[config.mk]
export PLATFORM = sky130hd
export DESIGN_NAME = spi_slave_irq
export DESIGN_NICKNAME = d
export VERILOG_FILES = /design/src/rtl/spis_pkg.sv /design/src/rtl/spis_sync.sv /design/src/rtl/spis_fifo.sv /design/src/rtl/spis_status.sv /design/src/rtl/spis_engine.sv /design/src/rtl/spi_slave_irq.sv
export SDC_FILE = /design/constraint.sdc
export NUM_CORES = 1
export LEC_CHECK = 0
export BUFFER_PORTS_ARGS = -buffer_cell sky130_fd_sc_hd__buf_2
export CAP_MARGIN = 20
export CORE_ASPECT_RATIO = 0.9
export CORE_MARGIN = 8
export CORE_UTILIZATION = 62
export DETAILED_ROUTE_END_ITERATION = 10
export GPL_TIMING_DRIVEN = 0
export PLACE_DENSITY = 0.85
export SYNTH_ARGS = -nofsm -noshare
export SYNTH_HDL_FRONTEND = slang
export SYNTH_HIERARCHICAL = 1
export SYNTH_SLANG_ARGS = --single-unit
[constraint.sdc]
create_clock -name clk -period 4.12 [get_ports clk]
set_clock_uncertainty 0.15 [all_clocks]
set_input_delay 0.824 -clock clk [delete_from_list [all_inputs] [get_ports clk]]
set_output_delay 0.824 -clock clk [all_outputs]
set_load 0.02 [all_outputs]
[src/rtl/spis_pkg.sv]
package spis_pkg;

    localparam int WORD_W     = 8;
    localparam int FIFO_DEPTH = 16;
    localparam int REG_W      = 16;
    localparam int EV_N       = 6;

    localparam int EV_MODF  = 0;
    localparam int EV_SSEL  = 1;
    localparam int EV_TXE   = 2;
    localparam int EV_RXNE  = 3;
    localparam int EV_UNDER = 4;
    localparam int EV_OVER  = 5;

    localparam int ST_TXFULL  = 8;
    localparam int ST_RXEMPTY = 9;

    typedef enum logic [1:0] {
        A_CTRL = 2'd0,
        A_STAT = 2'd1,
        A_TXD  = 2'd2,
        A_RXD  = 2'd3
    } reg_addr_e;

    typedef struct packed {
        logic irq_en;
        logic cpha;
        logic cpol;
        logic en;
    } ctrl_t;

    function automatic logic lead_edge(input logic cpol, input logic rise, input logic fall);
        return cpol ? fall : rise;
    endfunction

    function automatic logic trail_edge(input logic cpol, input logic rise, input logic fall);
        return cpol ? rise : fall;
    endfunction

endpackage

[src/rtl/spis_sync.sv]
module spis_sync #(
    parameter int          N       = 1,
    parameter logic [N-1:0] RST_VAL = '0
) (
    input  logic         clk,
    input  logic         rst,
    input  logic [N-1:0] d,
    output logic [N-1:0] q
);
    logic [N-1:0] meta;

    always_ff @(posedge clk) begin
        if (rst) begin
            meta <= RST_VAL;
            q    <= RST_VAL;
        end else begin
            meta <= d;
            q    <= meta;
        end
    end
endmodule

[src/rtl/spis_fifo.sv]
module spis_fifo #(
    parameter int W     = 8,
    parameter int DEPTH = 16
) (
    input  logic         clk,
    input  logic         rst,
    input  logic         push,
    input  logic [W-1:0] din,
    input  logic         pop,
    output logic [W-1:0] dout,
    output logic         full,
    output logic         empty
);
    localparam int AW = $clog2(DEPTH);

    logic [W-1:0]  mem [DEPTH];
    logic [AW-1:0] wp, rp;
    logic [AW:0]   cnt;
    logic          do_push, do_pop;

    assign full    = (cnt == (AW+1)'(DEPTH));
    assign empty   = (cnt == '0);
    assign do_push = push & ~full;
    assign do_pop  = pop & ~empty;
    assign dout    = mem[rp];

    always_ff @(posedge clk) begin
        if (rst) begin
            wp  <= '0;
            rp  <= '0;
            cnt <= '0;
        end else begin
            if (do_push) wp <= (wp == AW'(DEPTH-1)) ? '0 : wp + 1'b1;
            if (do_pop)  rp <= (rp == AW'(DEPTH-1)) ? '0 : rp + 1'b1;
            cnt <= cnt + (AW+1)'(do_push) - (AW+1)'(do_pop);
        end
    end

    always_ff @(posedge clk) begin
        if (do_push) mem[wp] <= din;
    end
endmodule

[src/rtl/spis_status.sv]
module spis_status #(
    parameter int N = 6
) (
    input  logic         clk,
    input  logic         rst,
    input  logic [N-1:0] set_i,
    input  logic [N-1:0] clr_i,
    input  logic         irq_en,
    output logic [N-1:0] status_o,
    output logic         irq_o
);
    always_ff @(posedge clk) begin
        if (rst) status_o <= '0;
        else     status_o <= (status_o & ~clr_i) | set_i;
    end

    assign irq_o = irq_en & (|status_o);
endmodule

[src/rtl/spis_engine.sv]
module spis_engine
    import spis_pkg::*;
#(
    parameter int W = WORD_W
) (
    input  logic         clk,
    input  logic         rst,
    input  ctrl_t        ctrl,
    input  logic         sck_s,
    input  logic         mosi_s,
    input  logic         sel_s,
    input  logic [W-1:0] tx_head,
    input  logic         tx_empty,
    output logic         tx_pop,
    input  logic         rx_full,
    output logic         rx_push,
    output logic [W-1:0] rx_word,
    output logic         miso,
    output logic         miso_oe,
    output logic         ev_modf,
    output logic         ev_ssel,
    output logic         ev_under,
    output logic         ev_over,
    output logic         ev_txe,
    output logic         word_last
);
    localparam int CW = $clog2(W);

    logic          sck_q, sel_q, act_q;
    logic          act, start, rise, fall, lead, trail, smp, drv;
    logic          first_smp;
    logic [W-1:0]  tx_sr;
    logic [W-2:0]  rx_sr;
    logic [CW-1:0] cnt;
    logic          from_fifo;
    logic [W-1:0]  load_val;

    assign act   = sel_s & ctrl.en;
    assign start = act & ~act_q;
    assign rise  = sck_s & ~sck_q;
    assign fall  = ~sck_s & sck_q;
    assign lead  = lead_edge(ctrl.cpol, rise, fall);
    assign trail = trail_edge(ctrl.cpol, rise, fall);
    assign smp   = act & act_q & (ctrl.cpha ? trail : lead);
    assign drv   = act & act_q & (ctrl.cpha ? lead : trail);

    assign load_val  = tx_empty ? '0 : tx_head;
    assign first_smp = smp & (cnt == '0);
    assign word_last = smp & (cnt == CW'(W-1));

    always_ff @(posedge clk) begin
        if (rst) begin
            sck_q     <= 1'b0;
            sel_q     <= 1'b0;
            act_q     <= 1'b0;
            tx_sr     <= '0;
            rx_sr     <= '0;
            cnt       <= '0;
            from_fifo <= 1'b0;
        end else begin
            sck_q <= sck_s;
            sel_q <= sel_s;
            act_q <= act;
            if (!act) begin
                cnt       <= '0;
                tx_sr     <= '0;
                from_fifo <= 1'b0;
            end else if (start) begin
                cnt <= '0;
                if (!ctrl.cpha) begin
                    tx_sr     <= load_val;
                    from_fifo <= ~tx_empty;
                end else begin
                    tx_sr     <= '0;
                    from_fifo <= 1'b0;
                end
            end else begin
                if (drv) begin
                    if (cnt == '0) begin
                        tx_sr     <= load_val;
                        from_fifo <= ~tx_empty;
                    end else begin
                        tx_sr <= {tx_sr[W-2:0], 1'b0};
                    end
                end
                if (smp) begin
                    rx_sr <= {rx_sr[W-3:0], mosi_s};
                    cnt   <= (cnt == CW'(W-1)) ? '0 : cnt + 1'b1;
                end
            end
        end
    end

    assign rx_word  = {rx_sr, mosi_s};
    assign tx_pop   = first_smp & from_fifo;
    assign ev_under = first_smp & ~from_fifo;
    assign rx_push  = word_last & ~rx_full;
    assign ev_over  = word_last & rx_full;
    assign ev_txe   = word_last & from_fifo & tx_empty;
    assign ev_ssel  = sel_s & ~sel_q;
    assign ev_modf  = sel_s & ~sel_q & ~ctrl.en;
    assign miso     = tx_sr[W-1];
    assign miso_oe  = act;
endmodule

[src/rtl/spi_slave_irq.sv]
module spi_slave_irq
    import spis_pkg::*;
(
    input  logic             clk,
    input  logic             rst,
    input  logic [1:0]       reg_addr,
    input  logic             reg_wr,
    input  logic             reg_rd,
    input  logic [REG_W-1:0] reg_wdata,
    output logic [REG_W-1:0] reg_rdata,
    input  logic             sck_i,
    input  logic             mosi_i,
    input  logic             ss_n_i,
    output logic             miso_o,
    output logic             miso_oe_o,
    output logic             irq_o
);
    localparam int W = WORD_W;

    ctrl_t           ctrl;
    logic [2:0]      sync_q;
    logic            sck_s, mosi_s, sel_s;
    logic [W-1:0]    tx_head, rx_head, rx_word;
    logic            tx_push, tx_pop, tx_full, tx_empty;
    logic            rx_push, rx_pop, rx_full, rx_empty;
    logic            word_last;
    logic            e_modf, e_ssel, e_under, e_over, e_txe;
    logic [EV_N-1:0] ev, st_clr, status;
    logic            unused_wbits;

    assign unused_wbits = ^reg_wdata[REG_W-1:W];

    spis_sync #(.N(3), .RST_VAL(3'b100)) u_sync (
        .clk(clk), .rst(rst),
        .d({ss_n_i, sck_i, mosi_i}),
        .q(sync_q)
    );
    assign sel_s  = ~sync_q[2];
    assign sck_s  = sync_q[1];
    assign mosi_s = sync_q[0];

    always_ff @(posedge clk) begin
        if (rst)                                   ctrl <= '0;
        else if (reg_wr && reg_addr == 2'(A_CTRL)) ctrl <= ctrl_t'(reg_wdata[3:0]);
    end

    assign tx_push = reg_wr & (reg_addr == 2'(A_TXD));
    assign rx_pop  = reg_rd & (reg_addr == 2'(A_RXD));
    assign st_clr  = (reg_wr && reg_addr == 2'(A_STAT)) ? reg_wdata[EV_N-1:0] : '0;

    spis_fifo #(.W(W), .DEPTH(FIFO_DEPTH)) u_txf (
        .clk(clk), .rst(rst), .push(tx_push), .din(reg_wdata[W-1:0]),
        .pop(tx_pop), .dout(tx_head), .full(tx_full), .empty(tx_empty)
    );

    spis_fifo #(.W(W), .DEPTH(FIFO_DEPTH)) u_rxf (
        .clk(clk), .rst(rst), .push(rx_push), .din(rx_word),
        .pop(rx_pop), .dout(rx_head), .full(rx_full), .empty(rx_empty)
    );

    spis_engine #(.W(W)) u_eng (
        .clk(clk), .rst(rst), .ctrl(ctrl),
        .sck_s(sck_s), .mosi_s(mosi_s), .sel_s(sel_s),
        .tx_head(tx_head), .tx_empty(tx_empty), .tx_pop(tx_pop),
        .rx_full(rx_full), .rx_push(rx_push), .rx_word(rx_word),
        .miso(miso_o), .miso_oe(miso_oe_o),
        .ev_modf(e_modf), .ev_ssel(e_ssel), .ev_under(e_under),
        .ev_over(e_over), .ev_txe(e_txe), .word_last(word_last)
    );

    always_comb begin
        ev           = '0;
        ev[EV_MODF]  = e_modf;
        ev[EV_SSEL]  = e_ssel;
        ev[EV_TXE]   = e_txe;
        ev[EV_RXNE]  = rx_push & rx_empty;
        ev[EV_UNDER] = e_under;
        ev[EV_OVER]  = e_over;
    end

    spis_status #(.N(EV_N)) u_stat (
        .clk(clk), .rst(rst), .set_i(ev), .clr_i(st_clr),
        .irq_en(ctrl.irq_en), .status_o(status), .irq_o(irq_o)
    );

    always_comb begin
        reg_rdata = '0;
        case (reg_addr)
            2'(A_CTRL): reg_rdata[3:0] = ctrl;
            2'(A_STAT): begin
                reg_rdata[EV_N-1:0]  = status;
                reg_rdata[ST_TXFULL]  = tx_full;
                reg_rdata[ST_RXEMPTY] = rx_empty;
            end
            2'(A_RXD):  reg_rdata[W-1:0] = rx_head;
            default:    reg_rdata = '0;
        endcase
    end
endmodule

==> metrics.md, run 1 <==
| Metric | Value |
|---|---|
| Hold Buf Count CTS | 0 |
| Sw frac | between 20% and 30% |
| RD Place Congestion | 0.855 |
| Fin util | a little over two thirds |
| Crit path top cell by count | buf_6 |
| Async S/R FF share, synth | 0% |
| Kind of critical path | register to primary output |
| Max cap viols | 0 |
| Largest net degree at the start of global routing | 31 |
| Critical path data required time | between 3 and 4 ns |
| Clock buffer count from CTS | 31 |
| Post-Syn Area | 0.0136 sq mm |
| Slowest-stage cell, CP | mux4_1 |
| Main combinational cell family by area after synthesis | multiplexers |
| Initial core utilization | 63.1% |
| Die X | ~170 um |
| Post-synthesis cell type count | 58 |
| Total power | slightly above 7 mW |
| Final-report hold violation count | 0 |
| Period utilisation layout | 95.5% |
| Sequential share of power | about half |
| Mux contribution to synthesized area | between 10% and 20% |
| WL final | about 30 mm |
| Post-synth EDFFs | ~260 |
| GRT overflow | 0 |
| Minimum clock period after layout | roughly 3.9 ns |
| H-tree levels | 1 |
| Die Y | 157 um |
| Core area | approximately 0.022 sq mm |
| Crit Path Max Fanout | 10 |
| DRC errors left | 0 |
| Layout overhead on the synthesized area | 12.0% |
| Worst R2R Start | ctrl[2] |
| Worst min-delay path class | register to register |
| Worst Hold Launch | u_sync/meta[2] |
| P_sw | about 1.5 mW |
| CP Launch Type | register |
| Prevailing post-synth register cell | edfxtp_1 |
| Root buf cell | clkbuf_16 |
| Reg2reg path depth | 14 |
| DR vias/cell | approximately 6.4 |
| Max Fclk | 0.254 GHz |
| Seq/Total Area, Yosys | approximately two thirds |
| Logic pwr share | 6.5% |
| Clock network fraction of total power | between 40% and 50% |
| Worst EP arrival | between 2 and 3 ns |
| Ys Warns | 6 |
| DRT Pass-1 Iters | 5 |
| Setup TNS | 0 ns |
| Vias in the first global route | around 7600 |
| Post-Synthesis Cells | 823 |
| P_int | roughly 5.6 mW |
| N_diodes | 0 |
| Clock-pin slew on the worst setup and hold paths | ~0.060 ns |
| Hold path endpoint | u_sync/q[2] |
| Clock sink total | between 300 and 400 |
| Skew-Pair Late Insertion Delay | 0.55 ns |
| Slowest Stage Delay on Critical Path | 0.57 ns |
| Die area | 0.0270 sq mm |
| Hold depth | 1 |
| # port buffers | 28 |
| Initial antenna violation count | 1 |
| 1st-iter DRT viols | between 900 and 1000 |
| Setup crit end kind | primary output |
| # rows | slightly above 50 |
| Commonest non-fill, non-tap cells in the layout | 256 x edfxtp_1, 71 x dfxtp_1, 42 x a21oi_1 |
| Final number of max-transition violations | 0 |
| Final setup fails | 0 |
| Power Density | 464 mW/mm^2 |
| Slew headroom | 50.4% |
| Synth Area in Adders | between 2 and 3% |
| First-pass GRT wire length | ~45 mm |
| Max IR drop VDD | 0.000433 V |
| Overall Global Routing Usage | ~22% |
| Syn Area/Cell | 16.5 sq um |
| Reg-to-Reg End | u_rxf/cnt[4] |
| Postcts setup bufs | 0 |
| Io pins | 44 |
| Critical-path cell list | buf_6 -> buf_6 -> mux4_1 -> a22oi_1 -> nand2_1 -> mux2_2 -> a22o_1 -> buf_2 |
| Final nets | between 900 and 1000 |
| Complex-gate fraction of the synthesized area | between 5 and 6% |
| R2r setup slk | around 0.44 ns |
| Simple-gate share of the synthesized area | 8.16% |
| RSZ-0062 raised after global routing | no |
| CTS tree | yes |
| Filler cell count | approximately 1300 |
| Post-route cell area | about 0.015 sq mm |
| Leakage | between 5 and 6 nW |
| Avg WL per Cell | ~25 um |
| Layout cell share with drive strength beyond 1 | between 15 and 20% |
| Dpl cell area | 0.0141 sq mm |
| Worst Max-Slew Pin Slew | roughly 0.74 ns |
| DR vias | 7763 |
| Seq cells post-synth | around 330 |
| Synth Area in XOR/XNOR | 0.763% |
| Longest Clk Path Bufs | 3 |
| Antenna viol nets, final | 0 |
| Final HPWL DP | approximately 19 mm |
| Status | finished, final reports clean |
| Commonest non-fill, non-tap cell in the layout | edfxtp_1 |
-- kinds of logic (layout without fill, tap and decap cells) --
| group | count (synthesis) | count (layout) |
|---|---|---|
| AOI/OAI and AO/OA | 116 | 116 |
| and+or+nand+nor | 189 | 189 |
| other | 1 | 6 |
| buffers and inverters | 69 | 154 |
| DFF | 328 | 328 |
| xor gates and xnor gates | 11 | 11 |
| muxes | 82 | 82 |
| adders and majority gates | 27 | 27 |
-- state kept, by name, indices dropped and copies added, names as in the netlist, named ones only --
register,count
u_rxf/cnt,5
u_eng/from_fifo,1
u_txf/wp,4
u_eng/cnt,3
u_eng/act_q,1
u_rxf/mem,128
ctrl,4
u_stat/status_o,6
u_sync/q,3
u_txf/cnt,5
u_eng/sck_q,1
u_txf/mem,128
u_txf/rp,4
u_sync/meta,3
u_eng/sel_q,1
u_eng/rx_sr,7
u_rxf/wp,4
u_eng/tx_sr,8
u_rxf/rp,4
-- how the worst max path moves through the flow --
stage / startpoint / endpoint
4_1_cts: register / reg_rdata[3]
6_report: register / reg_rdata[3]
5_1_grt: register / reg_rdata[3]
3_3_place_gp: ctrl[2] / u_rxf/cnt[4]
2_1_floorplan: ctrl[2] / u_rxf/cnt[4]
3_5_place_dp: ctrl[2] / u_rxf/cnt[4]
-- worst max-delay path: cells and delay by family, from the launching register on --
kind                   cells  cell delay (ns)
multiplexers               2             0.85
buffers and inverters      3             0.51
AO/OA/AOI/OAI              2             0.59
AND/OR/NAND/NOR            1             0.13
flip-flops                 1             0.32
-- metal layers --
metal | up-vias | part of all wire, % | GRT usage [%]
li1 | 3354 | - | -
met1 | 3919 | 40 | 31.2
met2 | 423 | 47 | 34.9
met3 | 65 | 10 | 5.24
met4 | 2 | 2.5 | 6.40
met5 | - | 0.040 | 0
-- cell usage after synthesis, types with 2 or more instances --
| cell | number | area, sq um |
|---|---|---|
| nor2b_1 | 19 | 119 |
| and2_1 | 35 | 219 |
| buf_6 | 7 | 78.8 |
| inv_1 | 28 | 105 |
| nand3b_1 | 2 | 15.0 |
| nand3_1 | 13 | 65.1 |
| dfxtp_1 | 72 | 1440 |
| a21oi_1 | 42 | 210 |
| clkbuf_1 | 6 | 22.5 |
| a22o_1 | 4 | 35.0 |
| mux4_2 | 36 | 811 |
| a21o_1 | 2 | 15.0 |
| nand4b_1 | 2 | 17.5 |
| a32oi_1 | 7 | 61.3 |
| o21ai_0 | 11 | 55.1 |
| and4bb_4 | 2 | 32.5 |
| buf_1 | 3 | 11.3 |
| fa_1 | 2 | 40.0 |
| nand2_1 | 31 | 116 |
| o31ai_1 | 9 | 67.6 |
| o31a_1 | 2 | 17.5 |
| and3_1 | 16 | 100 |
| nor3b_1 | 2 | 15.0 |
| clkinv_1 | 2 | 7.51 |
| buf_2 | 7 | 35.0 |
| nor2_1 | 20 | 75.1 |
| mux2_2 | 5 | 56.3 |
| or3_1 | 3 | 18.8 |
| edfxtp_1 | 256 | 7690 |
| or2_1 | 2 | 12.5 |
| a22oi_1 | 32 | 240 |
| and3b_1 | 4 | 35.0 |
| mux2i_1 | 12 | 120 |
| buf_4 | 9 | 67.6 |
| clkdlybuf4s25_2 | 6 | 60.1 |
| a311o_1 | 4 | 40.0 |
| or4b_4 | 2 | 27.5 |
| nor3_1 | 6 | 30.0 |
| mux4_1 | 28 | 736 |
| xor2_1 | 6 | 52.6 |
| xnor2_1 | 4 | 35.0 |
| nand2b_1 | 21 | 131 |
| ha_1 | 25 | 313 |
| and2b_1 | 2 | 15.0 |
-- power groups by stage --
stage,clock (mW),sequential (mW),combinational (mW)
after floorplan,0,3.67,0.335
after global placement,0,3.67,0.439
after detailed placement,0,3.67,0.455
after CTS,3.05,3.60,0.461
after global routing,3.17,3.61,0.512
final,3.01,3.60,0.464
-- through the flow --
stage | cells | hold slack [ns] | setup slack, ns
finish | 1204 | 0.252 | 0.185
detailed placement | 1147 | 0.241 | 0.256
CTS | 1204 | 0.258 | 0.0459
global route | 1204 | 0.270 | 0.0484
global placement | 1147 | 0.237 | 0.264
floorplan | 828 | 0.233 | 0.686
-- cell type report --
type	instances	area (sq um)	share of cell area [%]
Clock buffer	36	805	5.28
Buffer	39	292	1.91
Clock inverter	21	284	1.86
Multi-Input combinational cell	431	4120	27.0
Tap cell	291	364	2.39
Timing Repair Buffer	28	140	0.919
Sequential cell	328	9130	59.9
Inverter	30	113	0.739
-- repair_timing --
item	in CTS	in global routing
hold endpoints to repair	0	0
gates resized for setup	0	4
setup endpoints to repair	0	5
Power figures use the tool's default switching activity.
==> run 2, diff against run 1 <==
--- a/config.mk
+++ b/config.mk
@@ -12,7 +12,7 @@
 export CORE_UTILIZATION = 62
 export DETAILED_ROUTE_END_ITERATION = 10
 export GPL_TIMING_DRIVEN = 0
-export PLACE_DENSITY = 0.85
+export PLACE_DENSITY = 0.83
 export SYNTH_ARGS = -nofsm -noshare
 export SYNTH_HDL_FRONTEND = slang
 export SYNTH_HIERARCHICAL = 1
==> run 2 against run 1 <==
Against the previous run: critical path depth unchanged; cell count barely moved; hold slack improved by 0.0077 ns; core utilization fell by 0.052 points; critical path type unchanged; power fell by 0.52%; sequential share of layout area hardly changed; sequential cell count did not move; via count is 0.68% lower; clock power barely moved; first-iteration DRC count shrank 0.74%; register-to-register slack lost 0.22 ns; clock-buffer cell count rose by 10.
==> metrics.md, run 2 (synthesized netlist as in run 1, its figures left out) <==
| Metric | Value |
|---|---|
| Status | finished, final reports clean |
| # rows | 51 (unchanged) |
| Critical-path cell list | buf_6 -> buf_4 -> mux4_2 -> a22oi_1 -> nand2_1 -> mux2_2 -> a22o_1 -> buf_2 |
| Layout cell share with drive strength beyond 1 | 17.2% (-0.33 points) |
| Slowest Stage Delay on Critical Path | 0.54 ns (-0.03 ns) |
| Non-filler cells, final | 1205 (+0.083%) |
| H-tree levels | 1 (unchanged) |
| # port buffers | 28 (unchanged) |
| Initial antenna violation count | 0 (-1) |
| RD Place Congestion | 0.793 (-7.3%) |
| Critical path data required time | 3.15 ns (about the same) |
| Post-route cell area | 0.0152 sq mm (about the same) |
| CP Launch Type | register |
| Final-report hold violation count | 0 (unchanged) |
| Core area | 0.0216 sq mm (unchanged) |
| DRT Pass-1 Iters | 6 (+1) |
| WL final | 29.2 mm (-1.7%) |
| Longest Clk Path Bufs | 3 (unchanged) |
| Io pins | 44 (unchanged) |
| Worst EP arrival | 2.93 ns (-0.03 ns) |
| Overall Global Routing Usage | 22.2% (-0.21 points) |
| Worst min-delay path class | register to register |
| Minimum clock period after layout | 3.90 ns (-0.0343 ns) |
| Filler cell count | 1307 (-2.0%) |
| Antenna viol nets, final | 0 (unchanged) |
| Max IR drop VDD | 0.000447 V (+3.2%) |
| Initial core utilization | 63.1% (unchanged) |
| Setup TNS | 0 ns (unchanged) |
| Setup crit end kind | primary output |
| Hold_ws | 0.260 ns (+0.00774 ns) |
| DRC errors left | 0 (unchanged) |
| Clock sink total | 328 (unchanged) |
| Crit Path Max Fanout | 10 (unchanged) |
| Root buf cell | clkbuf_16 |
| First-pass GRT wire length | 44.9 mm (+0.12%) |
| Postcts setup bufs | 0 (unchanged) |
| DR vias | 7710 (-0.68%) |
| Max Fclk | 0.256 GHz (+0.88%) |
| Leakage | 5.37 nW (about the same) |
| Dpl cell area | 0.0141 sq mm (unchanged) |
| DR vias/cell | 6.40 (-0.77%) |
| Clock-pin slew on the worst setup and hold paths | 0.06 ns (about the same) |
| Max cap viols | 0 (unchanged) |
| Skew-Pair Late Insertion Delay | 0.55 ns (about the same) |
| Die Y | 157 um (unchanged) |
| Kind of critical path | register to primary output |
| CTS tree | yes |
| Final setup fails | 0 (unchanged) |
| 1st-iter DRT viols | 938 (-0.74%) |
| Slowest-stage cell, CP | mux4_2 |
| Largest net degree at the start of global routing | 31 (unchanged) |
| Layout overhead on the synthesized area | 11.9% (about the same) |
| Dpl cells | 1147 (unchanged) |
| Power Density | 462 mW/mm^2 (-0.45%) |
| WP buf/inv | 3 (unchanged) |
| Clock buffer count from CTS | 31 (unchanged) |
| RSZ-0062 raised after global routing | no |
| Die X | 172 um (unchanged) |
| Final number of max-transition violations | 0 (unchanged) |
| Worst Max-Slew Pin Slew | 0.795 ns (+0.0563 ns) |
| Fin util | 70.6% (about the same) |
| Cell family with most CP delay | multiplexers |
| Largest regs | u_rxf/mem x128, u_txf/mem x128, u_eng/tx_sr x8 |
| Commonest non-fill, non-tap cell in the layout | edfxtp_1 |
| Avg WL per Cell | 24.3 um (-1.7%) |
| GRT overflow | 0 (unchanged) |
| Vias in the first global route | 7646 (+1.1%) |
| Slew headroom | 46.9% (-3.5 points) |
| Die area | 0.0270 sq mm (unchanged) |
| Commonest non-fill, non-tap cells in the layout | 256 x edfxtp_1, 72 x dfxtp_1, 42 x a21oi_1 |
| Final nets | 941 (unchanged) |
| Period utilisation layout | 94.7% (-0.83 points) |
| Final HPWL DP | 18.8 mm (-0.16%) |
[run 2: worst paths after layout]
check / cells after the start / from / slack [ns] / to
hold / removal: 1 / u_sync/meta[2] / 0.26 / u_sync/q[2]
setup reg to reg: 14 / ctrl[2] / 0.22 / u_rxf/cnt[4]
setup / recovery: 8 / register / 0.22 / reg_rdata[0]
hold reg to reg: 1 / u_sync/meta[2] / 0.26 / u_sync/q[2]
[run 2: repair_timing]
action | CTS | global route
endpoints found under the setup margin | 0 | 4
gates resized for setup | 0 | 2
hold buffers | 0 | 0
[run 2: power by group]
group          total [mW]  switching [mW]  leakage (nW)  internal, mW
Clock                2.98            1.16         0.532          1.82
Sequential           3.60          0.0262          3.02          3.58
Combinational       0.461           0.258          1.81         0.204
Total                7.04            1.44          5.37          5.60
[run 2: final cells by class]
cell class                      instances  area (sq um)  area share (%)
Inverter                               30           113           0.739
Sequential cell                       328          9130            59.9
Tap cell                              291           364            2.39
Buffer                                 39           292            1.91
Clock inverter                         11           185            1.22
Multi-Input combinational cell        431          4100            26.9
Clock buffer                           46           902            5.92
Antenna cell                            1          2.50          0.0164
Timing Repair Buffer                   28           140           0.920
[run 2: layer usage]
layer  share of wire [%]  routed length (um)  up-vias  GRT usage, %
met5                   0                   0        -             0
met4                 2.1                 620        0          5.91
met3                  10                3030       54          4.36
met2                  46               13400      452          33.7
met1                  42               12200     3861          32.5
li1                    -                   -     3343             -
[run 2: worst register-to-register path, delay by kind of cell, from the launching register on]
| family | cells | cell delay (ns) |
|---|---|---|
| mux | 1 | 0.44 |
| xor+xnor | 1 | 0.37 |
| simple gates | 5 | 1.03 |
| flops | 1 | 0.40 |
| compound gates | 2 | 0.33 |
| fa+ha+maj | 3 | 0.89 |
| buf+inv | 2 | 0.20 |
[run 2: through the flow]
step / power [mW] / worst slack (ns)
2_1_floorplan: 4.00 / 0.686
6_report: 7.04 / 0.219
3_5_place_dp: 4.12 / 0.232
5_1_grt: 7.23 / 0.0344
3_3_place_gp: 4.11 / 0.273
4_1_cts: 7.07 / 0.0338
==> run 3, diff against run 2 <==
--- a/config.mk
+++ b/config.mk
@@ -5,14 +5,14 @@
 export SDC_FILE = /design/constraint.sdc
 export NUM_CORES = 1
 export LEC_CHECK = 0
-export BUFFER_PORTS_ARGS = -buffer_cell sky130_fd_sc_hd__buf_2
 export CAP_MARGIN = 20
 export CORE_ASPECT_RATIO = 0.9
 export CORE_MARGIN = 8
-export CORE_UTILIZATION = 62
+export CORE_UTILIZATION = 63
 export DETAILED_ROUTE_END_ITERATION = 10
+export DONT_BUFFER_PORTS = 1
 export GPL_TIMING_DRIVEN = 0
-export PLACE_DENSITY = 0.83
+export PLACE_DENSITY = 0.82
 export SYNTH_ARGS = -nofsm -noshare
 export SYNTH_HDL_FRONTEND = slang
 export SYNTH_HIERARCHICAL = 1
==> run 3 against run 2 <==
Against the previous run: clock power up 9.1%; core utilization up 0.33 points; hold slack worse by 0.030 ns; via count down 0.80%; cell count down 2.2%; routed wire length up 1.6%; largest cell class unchanged; highest routed layer unchanged.
==> metrics.md, run 3 (synthesized netlist as in run 1, its figures left out) <==
| Metric | Value |
|---|---|
| Status | finished, final reports clean |
| Critical-path cell list | buf_1 -> mux4_2 -> a22oi_1 -> nand2_1 -> mux2_2 -> a22o_1 |
| Max Fclk | 0.249 GHz (-2.9%) |
| Worst min-delay path class | input pin to register |
| Clock buffer count from CTS | 34 (+9.7%) |
| WP depth | 6 (-2) |
| Largest regs | u_rxf/mem x128, u_txf/mem x128, u_eng/tx_sr x8 |
| Slowest-stage cell, CP | buf_1 |
| Avg WL per Cell | 25.2 um (+3.8%) |
| Post-route cell area | 0.0152 sq mm (-0.13%) |
| Total power | 7.28 mW (+3.4%) |
| Overall Global Routing Usage | 22.5% (+0.36 points) |
| Setup crit end kind | primary output |
| Layout cell share with drive strength beyond 1 | 15.0% (-2.2 points) |
| RSZ-0062 raised after global routing | no |
| GRT overflow | 0 (unchanged) |
| CP Launch Type | register |
| Clock-pin slew on the worst setup and hold paths | 0.06 ns (about the same) |
| Metal2 WL | 13.6 mm (+1.4%) |
| Initial antenna violation count | 0 (unchanged) |
| Dpl cell area | 0.0140 sq mm (-0.99%) |
| Longest Clk Path Bufs | 3 (unchanged) |
| Initial core utilization | 63.5% (+0.38 points) |
| Period utilisation layout | 97.5% (+2.8 points) |
| Final HPWL DP | 18.6 mm (-0.97%) |
| Worst EP arrival | 3.04 ns (+0.11 ns) |
| Crit Path Max Fanout | 10 (unchanged) |
| Non-filler cells, final | 1179 (-2.2%) |
| Die Y | 155 um (-0.72%) |
| Post-Route M1 WL | 12.1 mm (-1.2%) |
| Commonest non-fill, non-tap cells in the layout | 256 x edfxtp_1, 72 x dfxtp_1, 42 x a21oi_1 |
| Max IR drop VDD | 0.000361 V (-19%) |
| Slew headroom | 44.9% (-2.0 points) |
| DRC errors left | 0 (unchanged) |
| Top Layer Used | met4 |
| Routed wl met3 | 3.22 mm (+6.3%) |
| Clock sink total | 328 (unchanged) |
| Commonest non-fill, non-tap cell in the layout | edfxtp_1 |
| Antenna viol nets, final | 0 (unchanged) |
| CTS tree | yes |
| Vias in the first global route | 7534 (-1.5%) |
| DR vias | 7648 (-0.80%) |
| Skew-Pair Late Insertion Delay | 0.51 ns (-0.04 ns) |
| DR vias/cell | 6.49 (+1.4%) |
| Final setup fails | 0 (unchanged) |
| Setup TNS | 0 ns (unchanged) |
| RD Place Congestion | 0.801 (+1.0%) |
| # rows | 51 (unchanged) |
| H-tree levels | 2 (+1) |
| Final-report hold violation count | 0 (unchanged) |
| Kind of critical path | register to primary output |
| WP buf/inv | 1 (-2) |
| Cell family with most CP delay | multiplexers |
| Leakage | 5.30 nW (-1.4%) |
| Worst R2R Start | ctrl[2] |
| Final number of max-transition violations | 0 (unchanged) |
| Crit path to | reg_rdata[0] |
| Hold Buf Count CTS | 0 (unchanged) |
| N_diodes | 0 (-1) |
| Critical path data required time | 3.15 ns (about the same) |
| Io pins | 44 (unchanged) |
| Reg-to-Reg End | u_rxf/cnt[4] |
| Dpl cells | 1119 (-2.4%) |
| Slowest Stage Delay on Critical Path | 0.54 ns (about the same) |
| # port buffers | 0 (-100%) |
| Core area | 0.0214 sq mm (-0.59%) |
| 1st-iter DRT viols | 826 (-12%) |
| Root buf cell | clkbuf_16 |
| Largest net degree at the start of global routing | 31 (unchanged) |
| Postcts setup bufs | 0 (unchanged) |
| Max cap viols | 0 (unchanged) |
| Worst Max-Slew Pin Slew | 0.803 ns (+0.00861 ns) |
| R2r setup slk | 0.27 ns (+0.05 ns) |
| WL final | 29.7 mm (+1.6%) |
| DRT Pass-1 Iters | 5 (-1) |
| Layout overhead on the synthesized area | 11.8% |
| Die area | 0.0266 sq mm (-1.4%) |
| First-pass GRT wire length | 44.6 mm (-0.68%) |
| Power Density | 479 mW/mm^2 (+3.5%) |
| Final nets | 916 (-2.7%) |
| Die X | 171 um (-0.72%) |
| Minimum clock period after layout | 4.02 ns (+0.116 ns) |
| Reg2reg path depth | 14 (unchanged) |
run 3: cell types whose count changed in the layout (fill, tap and decap cells not counted), moves of 2 or more:
cell / delta
clkbuf_8: -5
clkbuf_1: -3
buf_2: -28
clkbuf_16: +7
clkinv_2: +2
run 3: metal layers:
layer	GRT usage (%)	vias to the layer above
li1	-	3305
met1	31.6	3851
met2	33.8	425
met3	6.43	67
met4	7.28	0
met5	0	-
run 3: layout make-up:
cell class	count	area (sq um)
Fill cell	1319	6230
Multi-Input combinational cell	431	4100
Inverter	30	113
Clock inverter	15	214
Buffer	39	290
Tap cell	291	364
Clock buffer	45	997
Sequential cell	328	9130
run 3: repair_timing:
action                                  4_1_cts  5_1_grt
gates resized for setup                       0        1
endpoints found under the setup margin        0        1
hold endpoints to repair                      0        0
run 3: through the flow:
stage	setup slack [ns]	utilization [%]	hold WS, ns
global route	0.0172	70.9	0.213
finish	0.103	70.9	0.230
floorplan	0.686	-	0.233
CTS	0.140	70.9	0.214
global placement	0.231	65.3	0.236
detailed placement	0.227	65.3	0.240
run 3: worst min-delay path by stage:
stage / endpoint / start / slack (ns) / cells past startpoint
2_1_floorplan: u_sync/q[2] / u_sync/meta[2] / 0.23 / 1
3_3_place_gp: u_sync/q[2] / u_sync/meta[2] / 0.24 / 1
3_5_place_dp: u_sync/q[2] / u_sync/meta[2] / 0.24 / 1
4_1_cts: u_sync/q[1] / rst / 0.21 / 1
5_1_grt: u_sync/q[1] / rst / 0.21 / 1
6_report: u_rxf/cnt[1] / rst / 0.23 / 1
run 3: power by group:
part,switching (mW),leakage (nW),internal (mW),total [mW]
registers,0.0258,3.02,3.58,3.60
logic,0.228,1.68,0.194,0.423
clock network,1.23,0.591,2.02,3.25
run 3: worst reg2reg max path, cell delays in order, from the launching register on:
cell	delay, ns
dfxtp_1	0.40
xnor2_2	0.35
mux2i_4	0.45
and3_4	0.26
nor2b_1	0.30
nand2b_1	0.09
buf_2	0.17
ha_1	0.28
inv_1	0.04
ha_1	0.19
fa_1	0.41
a21oi_1	0.16
nor2_1	0.06
or3_1	0.33
a21oi_1	0.14
